<file path="config.mk">
export PLATFORM = sky130hd
export DESIGN_NAME = cmdq_engine
export DESIGN_NICKNAME = d
export VERILOG_FILES = /design/src/rtl/cmdq_pkg.sv /design/src/rtl/cmdq_regs.sv /design/src/rtl/cmdq_pktbuf.sv /design/src/rtl/cmdq_seq.sv /design/src/rtl/cmdq_engine.sv
export SDC_FILE = /design/constraint.sdc
export NUM_CORES = 1
export LEC_CHECK = 0
export BUFFER_PORTS_ARGS = -buffer_cell sky130_fd_sc_hd__buf_4
export CORE_ASPECT_RATIO = 0.5
export CORE_MARGIN = 2
export CORE_UTILIZATION = 55
export DETAILED_ROUTE_END_ITERATION = 16
export PLACE_DENSITY = 0.93
export SYNTH_ARGS = -nofsm -noshare
export SYNTH_HDL_FRONTEND = slang
export SYNTH_SLANG_ARGS = --single-unit
export TNS_END_PERCENT = 1
</file>
<file path="constraint.sdc">
create_clock -name clk -period 8 [get_ports clk]
set_clock_uncertainty 0.1 [all_clocks]
set_input_delay 0.4 -clock clk [delete_from_list [all_inputs] [get_ports clk]]
set_output_delay 0.4 -clock clk [all_outputs]
set_load 0.02 [all_outputs]
</file>
<file path="src/rtl/cmdq_pkg.sv">
package cmdq_pkg;
  localparam int PKT_DW    = 4;
  localparam int DW_W      = 64;
  localparam int DW_BYTES  = 8;
  localparam int PKT_BYTES = PKT_DW * DW_BYTES;

  typedef enum logic [2:0] {
    S_IDLE,
    S_REQ,
    S_RSP,
    S_DISP,
    S_VRD,
    S_DRN_RSP,
    S_DRN_VRD
  } seq_state_e;
endpackage

</file>
<file path="src/rtl/cmdq_regs.sv">
module cmdq_regs
  import cmdq_pkg::*;
#(
  parameter int ADDR_W = 32,
  parameter int SIZE_W = 8,
  parameter int PG_W   = 12,
  localparam int OFF_W = PG_W + SIZE_W
) (
  input  logic              clk,
  input  logic              rst_n,
  input  logic              base_we,
  input  logic [ADDR_W-1:0] base_addr,
  input  logic [SIZE_W-1:0] base_pages,
  input  logic              wptr_we,
  input  logic [OFF_W-1:0]  wptr_wdata,
  input  logic              adv,
  input  logic              stall_set,
  output logic [ADDR_W-1:0] base_q,
  output logic [OFF_W-1:0]  wptr_q,
  output logic [OFF_W-1:0]  rptr_q,
  output logic              stalled_q
);
  localparam int QS_W = OFF_W + 1;
  localparam logic [OFF_W-1:0] ALIGN_MASK = ~OFF_W'(PKT_BYTES - 1);

  logic [SIZE_W-1:0] pages_q;
  logic [QS_W-1:0]   qsize;
  logic [QS_W-1:0]   rsum;
  logic [OFF_W-1:0]  rptr_nxt;

  // queue length in bytes and the wrapped next read offset
  always_comb begin
    qsize    = (QS_W'(pages_q) + QS_W'(1)) << PG_W;
    rsum     = QS_W'(rptr_q) + QS_W'(PKT_BYTES);
    rptr_nxt = (rsum >= qsize) ? '0 : rsum[OFF_W-1:0];
  end

  always_ff @(posedge clk) begin
    if (!rst_n) begin
      base_q    <= '0;
      pages_q   <= '0;
      rptr_q    <= '0;
      stalled_q <= 1'b0;
    end else if (base_we) begin
      base_q    <= base_addr;
      pages_q   <= base_pages;
      rptr_q    <= '0;
      stalled_q <= 1'b0;
    end else begin
      if (adv)       rptr_q    <= rptr_nxt;
      if (stall_set) stalled_q <= 1'b1;
    end
  end

  always_ff @(posedge clk) begin
    if (!rst_n)       wptr_q <= '0;
    else if (wptr_we) wptr_q <= wptr_wdata & ALIGN_MASK;
  end
endmodule

</file>
<file path="src/rtl/cmdq_pktbuf.sv">
module cmdq_pktbuf
  import cmdq_pkg::*;
#(
  localparam int IDX_W = $clog2(PKT_DW),
  localparam int PKT_W = PKT_DW * DW_W
) (
  input  logic             clk,
  input  logic             rst_n,
  input  logic             wr_en,
  input  logic [IDX_W-1:0] wr_idx,
  input  logic [DW_W-1:0]  wr_data,
  output logic [PKT_W-1:0] pkt
);
  for (genvar g = 0; g < PKT_DW; g++) begin : g_dw
    logic [DW_W-1:0] dw_q;
    always_ff @(posedge clk) begin
      if (!rst_n)                               dw_q <= '0;
      else if (wr_en && wr_idx == IDX_W'(g))    dw_q <= wr_data;
    end
    assign pkt[g*DW_W +: DW_W] = dw_q;
  end
endmodule

</file>
<file path="src/rtl/cmdq_seq.sv">
module cmdq_seq
  import cmdq_pkg::*;
#(
  parameter int ADDR_W = 32,
  parameter int OFF_W  = 20,
  localparam int IDX_W = $clog2(PKT_DW)
) (
  input  logic              clk,
  input  logic              rst_n,
  input  logic              en,
  input  logic              base_we,
  input  logic [ADDR_W-1:0] base_q,
  input  logic [OFF_W-1:0]  rptr,
  input  logic [OFF_W-1:0]  wptr,
  input  logic              stalled,
  output logic              req_valid,
  input  logic              req_ready,
  output logic [ADDR_W-1:0] req_addr,
  input  logic              rsp_valid,
  output logic              rsp_ready,
  input  logic              rsp_err,
  output logic              buf_we,
  output logic [IDX_W-1:0]  buf_idx,
  output logic              dsp_valid,
  input  logic              dsp_ready,
  input  logic              vrd_valid,
  output logic              vrd_ready,
  input  logic              vrd_stall,
  output logic              adv,
  output logic              stall_set,
  output logic              live
);
  seq_state_e       state_q, state_d;
  logic [IDX_W-1:0] idx_q;
  logic             go;
  logic             last_dw;

  assign go      = en && !stalled && (rptr != wptr) && !base_we;
  assign last_dw = (idx_q == IDX_W'(PKT_DW - 1));

  assign req_valid = (state_q == S_REQ);
  assign req_addr  = base_q + ADDR_W'(rptr) + ADDR_W'({idx_q, 3'b000});
  assign rsp_ready = (state_q == S_RSP) || (state_q == S_DRN_RSP);
  assign dsp_valid = (state_q == S_DISP);
  assign vrd_ready = (state_q == S_VRD) || (state_q == S_DRN_VRD);
  assign live      = (state_q != S_DRN_RSP) && (state_q != S_DRN_VRD);

  assign buf_we  = (state_q == S_RSP) && rsp_valid && !rsp_err;
  assign buf_idx = idx_q;

  assign adv       = (state_q == S_VRD) && vrd_valid && !vrd_stall && !base_we;
  assign stall_set = !base_we &&
                     (((state_q == S_VRD) && vrd_valid && vrd_stall) ||
                      ((state_q == S_RSP) && rsp_valid && rsp_err));

  always_comb begin
    state_d = state_q;
    unique case (state_q)
      S_IDLE: if (go) state_d = S_REQ;
      S_REQ: begin
        if (base_we)        state_d = req_ready ? S_DRN_RSP : S_IDLE;
        else if (req_ready) state_d = S_RSP;
      end
      S_RSP: begin
        if (rsp_valid) begin
          if (base_we || rsp_err) state_d = S_IDLE;
          else if (last_dw)       state_d = S_DISP;
          else                    state_d = S_REQ;
        end else if (base_we) begin
          state_d = S_DRN_RSP;
        end
      end
      S_DISP: begin
        if (base_we)        state_d = dsp_ready ? S_DRN_VRD : S_IDLE;
        else if (dsp_ready) state_d = S_VRD;
      end
      S_VRD: begin
        if (vrd_valid)    state_d = S_IDLE;
        else if (base_we) state_d = S_DRN_VRD;
      end
      S_DRN_RSP: if (rsp_valid) state_d = S_IDLE;
      S_DRN_VRD: if (vrd_valid) state_d = S_IDLE;
      default:   state_d = S_IDLE;
    endcase
  end

  always_ff @(posedge clk) begin
    if (!rst_n) begin
      state_q <= S_IDLE;
      idx_q   <= '0;
    end else begin
      state_q <= state_d;
      if (state_q == S_IDLE)                        idx_q <= '0;
      else if (buf_we && !last_dw && !base_we)      idx_q <= idx_q + IDX_W'(1);
    end
  end
endmodule

</file>
<file path="src/rtl/cmdq_engine.sv">
module cmdq_engine
  import cmdq_pkg::*;
#(
  parameter int ADDR_W     = 32,
  parameter int PAGE_BYTES = 4096,
  parameter int SIZE_W     = 8,
  localparam int PG_W      = $clog2(PAGE_BYTES),
  localparam int OFF_W     = PG_W + SIZE_W,
  localparam int PKT_W     = PKT_DW * DW_W
) (
  input  logic              clk,
  input  logic              rst_n,
  input  logic              en,
  input  logic              base_we,
  input  logic [ADDR_W-1:0] base_addr,
  input  logic [SIZE_W-1:0] base_pages,
  input  logic              wptr_we,
  input  logic [OFF_W-1:0]  wptr_wdata,
  output logic [OFF_W-1:0]  wptr,
  output logic [OFF_W-1:0]  rptr,
  output logic              stalled,
  output logic              mrd_req_valid,
  input  logic              mrd_req_ready,
  output logic [ADDR_W-1:0] mrd_req_addr,
  input  logic              mrd_rsp_valid,
  output logic              mrd_rsp_ready,
  input  logic [DW_W-1:0]   mrd_rsp_data,
  input  logic              mrd_rsp_err,
  output logic              dsp_valid,
  input  logic              dsp_ready,
  output logic [7:0]        dsp_opcode,
  output logic [PKT_W-1:0]  dsp_pkt,
  input  logic              vrd_valid,
  output logic              vrd_ready,
  input  logic              vrd_stall
);
  localparam int IDX_W = $clog2(PKT_DW);

  logic [ADDR_W-1:0] base_q;
  logic              adv;
  logic              stall_set;
  logic              buf_we;
  logic [IDX_W-1:0]  buf_idx;
  logic              seq_live;

  cmdq_regs #(.ADDR_W(ADDR_W), .SIZE_W(SIZE_W), .PG_W(PG_W)) u_regs (
    .clk        (clk),
    .rst_n      (rst_n),
    .base_we    (base_we),
    .base_addr  (base_addr),
    .base_pages (base_pages),
    .wptr_we    (wptr_we),
    .wptr_wdata (wptr_wdata),
    .adv        (adv),
    .stall_set  (stall_set),
    .base_q     (base_q),
    .wptr_q     (wptr),
    .rptr_q     (rptr),
    .stalled_q  (stalled)
  );

  cmdq_seq #(.ADDR_W(ADDR_W), .OFF_W(OFF_W)) u_seq (
    .clk       (clk),
    .rst_n     (rst_n),
    .en        (en),
    .base_we   (base_we),
    .base_q    (base_q),
    .rptr      (rptr),
    .wptr      (wptr),
    .stalled   (stalled),
    .req_valid (mrd_req_valid),
    .req_ready (mrd_req_ready),
    .req_addr  (mrd_req_addr),
    .rsp_valid (mrd_rsp_valid),
    .rsp_ready (mrd_rsp_ready),
    .rsp_err   (mrd_rsp_err),
    .buf_we    (buf_we),
    .buf_idx   (buf_idx),
    .dsp_valid (dsp_valid),
    .dsp_ready (dsp_ready),
    .vrd_valid (vrd_valid),
    .vrd_ready (vrd_ready),
    .vrd_stall (vrd_stall),
    .adv       (adv),
    .stall_set (stall_set),
    .live      (seq_live)
  );

  cmdq_pktbuf u_buf (
    .clk     (clk),
    .rst_n   (rst_n),
    .wr_en   (buf_we),
    .wr_idx  (buf_idx),
    .wr_data (mrd_rsp_data),
    .pkt     (dsp_pkt)
  );

  assign dsp_opcode = dsp_pkt[7:0];
endmodule

</file>
==> flow_summary.toml <==
[clocking]
htree_levels = 1
numCtsBuffers = 28
cts-root-buf = "clkbuf_16"
cts.path.max_buffers = 3
cts_hold_buffers = 102
cts_tree = "yes"
postCtsSetupRepairBufs = 0
clkTransAtPathRegs_ns = 0.07
insertion_delay_ns = 0.57
cts_resized = 0
cts.sinks = 332

[detailed_routing]
wire_per_inst_um = 20.2
dr.pass1.iters = 6
drc = 0
drt_iter0_markers = 1461
ant_nets = 0
routed-via-count = 15172
wirelength_mm = 52.7
vias_per_cell = 5.81

[pwr]
seqPwrFrac_pct = 48.0
leakagePower_nw = 8.32
p_switching_mw = 0.988
ir_worst_vdd_mv = 0.150
combPwrFrac_pct = 13.7
power_density_mw_per_mm2 = 186
clkPwrFrac_pct = 38.3
sw_frac_of_total_pct = 27.2
power.internal_mw = 2.65

[worst_setup_path]
max_stage_delay_ns = 0.60
crit_chain = "ha_1 > ha_1 > o21ai_0 > a221oi_4 > a2111oi_2 > a21oi_2 > o211ai_2 > xnor2_1 > buf_4"
crit_fanout = 8
critical_path_arrival_ns = 3.74
critPathKind = "reg -> out"
worst_setup_path_start_kind = "flip-flop"
cpMostUsedCell = "ha_1"
critical_path.endpoint_type = "primary output"
critPathRequiredTime_ns = 7.50
slowest_stage = "dfxtp_1"

[yosys]
ys_ff_latch = 332
yosysTopAreaCell = "dfxtp_1"
yosysUniqueCellTypes = 63
ys_seq_area_share_pct = 46.9
syn_avg_cell_area_um2 = 8.03
synth_edf_count = 0
syn-cell-area_mm2 = 0.0142
synth_top_cell_area_share_pct = 46.9
synthCells = 1765
synth_flop_cell = "dfxtp_1"
ys_top_cells_by_area = "dfxtp_1 47%, nand2_1 15%, a21oi_1 9.9%"
async_flop_share_pct = 0
yosysWarnings = 0

[die]
core-area_mm2 = 0.0252
die_x_um = 231
rows = 41
dieArea_mm2 = 0.0271
initial_core_util_pct = 56.1
pin_count = 476
die_h_um = 117

[placed_design]
gp_congestion = 0.924
placed_cells = 2456
port_buffers = 460
hpwlAfterDp_mm = 31.2

[timing]
rsz0062_at_grt = "no"
maxSlewHeadroom_pct = 24.0
finalCritPeriodShare_pct = 52.9
finalSetupTns_ns = 0
timing.fmax_mhz = 236
min_period_ns = 4.24
worst_pin_slew_ns = 1.14
finalHoldViolations = 0
slew_violations = 0
setup_viol = 0

[global_routing]
overflow = 0
antenna_found_initial = 4
grt_usage_pct = 36.7
grt_start_max_net_pins = 113
grt_pass1_vias = 14870
grt_pass1_wl_mm = 79.9

[finish]
fin_cells = 2613
nets = 2432
syn_to_final_growth_pct = 37.8
multi_input_comb_area_mm2 = 0.00689
regArea_mm2 = 0.00665
fill_cells = 1533
drive_gt1_share_pct = 23.8

[min_path]
min_path_type = "in -> reg"

[flow_run]
drv_cap = 0

[status]
status = "finished, final reports clean"
## power by group through the flow
stage	Clock, mW	Sequential (mW)	Combinational, mW
floorplan	0	1.78	0.259
global placement	0	1.78	0.421
detailed placement	0	1.78	0.431
CTS	1.39	1.74	0.475
global route	1.47	1.75	0.528
finish	1.39	1.75	0.498
## area by class of cell
type                       count  share of cell area [%]
multi-input combinational   1292                    35.3
sequential                   332                    34.0
timing repair buffer         574                    23.4
clock buffer                  38                    4.14
tap                          344                    2.20
clock inverter                11                   0.538
inverter                      18                   0.384
antenna                        4                  0.0513
## metrics by stage
stage          setup slack [ns]  instance area (µm²)  hold slack [ns]  power, mW  util, %
4_1_cts                    3.94                19500         0.000515       3.61     77.3
5_1_grt                    3.59                19500          0.00687       3.75     77.4
2_1_floorplan              4.74                14200            0.362       2.03        -
3_3_place_gp               4.15                17600            0.342       2.20     69.6
3_5_place_dp               4.03                17600            0.347       2.21     69.6
6_report                   3.76                19500           0.0143       3.63     77.4
## cells in the final DEF (no fill, tap or decap), types with 7 or more instances in the layout
| master | n |
|---|---|
| a211oi_1 | 9 |
| a21oi_1 | 280 |
| and3_1 | 13 |
| buf_4 | 470 |
| clkbuf_16 | 28 |
| clkbuf_8 | 7 |
| conb_1 | 11 |
| dfxtp_1 | 332 |
| dlygate4sd3_1 | 104 |
| ha_1 | 51 |
| inv_1 | 16 |
| mux2i_1 | 57 |
| nand2_1 | 563 |
| nand3_1 | 15 |
| nand4_1 | 18 |
| nor2_1 | 93 |
| nor3_1 | 13 |
| o211ai_1 | 8 |
| o21ai_0 | 18 |
| xnor2_1 | 38 |
| xor2_1 | 23 |
## state kept, by name (all words and copies together), names as in the netlist
signal            cells
u_regs.base_q        32
u_seq.state_q         3
u_regs.rptr_q        15
u_regs.pages_q        8
u_regs.stalled_q      1
u_regs.wptr_q        15
u_seq.buf_idx         2
u_buf.g_dw.dw_q     256
## final timing paths
path                                from                      to  slack (ns)  cells past startpoint
hold / removal              base_addr[7]        u_regs.base_q[7]        0.01                      3
hold reg to reg   u_buf.g_dw[2].dw_q[16]  u_buf.g_dw[2].dw_q[16]        0.36                      2
setup reg to reg        u_regs.rptr_q[5]        u_regs.rptr_q[5]        3.97                     12
setup / recovery        u_regs.rptr_q[5]        mrd_req_addr[31]        3.76                      9
## cell usage after synthesis, types with 20 or more instances
master / count
a21oi_1: 280
buf_2: 35
buf_4: 20
clkbuf_1: 76
dfxtp_1: 332
ha_1: 51
mux2i_1: 57
nand2_1: 567
nor2_1: 93
xnor2_1: 38
xor2_1: 23
## cell families (layout without fill, tap and decap cells)
kind of cell | after synthesis | count (layout) | share of synthesized area [%]
AO/OA/AOI/OAI | 360 | 360 | 14.3
XOR/XNOR | 61 | 61 | 3.77
adder cells (fa/ha/maj) | 51 | 51 | 4.50
buffers and inverters | 151 | 641 | 4.90
flip-flops | 332 | 332 | 46.9
multiplexers | 58 | 58 | 4.13
other | 1 | 15 | 0.0265
AND/OR/NAND/NOR | 751 | 751 | 21.5
## layer usage
layer | vias up | part of all wire, % | GRT usage, %
met1 | 7005 | 35 | 40.6
met4 | 0 | 7.9 | 26.1
met5 | - | 0 | 0
li1 | 6813 | - | -
met3 | 321 | 9.2 | 8.50
met2 | 1033 | 48 | 62.5
## worst max-delay path: cells and delay by family (launching register included)
| family | cells | cell delay [ns] |
|---|---|---|
| compound gates | 5 | 1.50 |
| xor+xnor | 1 | 0.22 |
| fa+ha+maj | 2 | 0.68 |
| buf+inv | 1 | 0.17 |
| flops | 1 | 0.60 |
(Power assumes the default switching activity.)
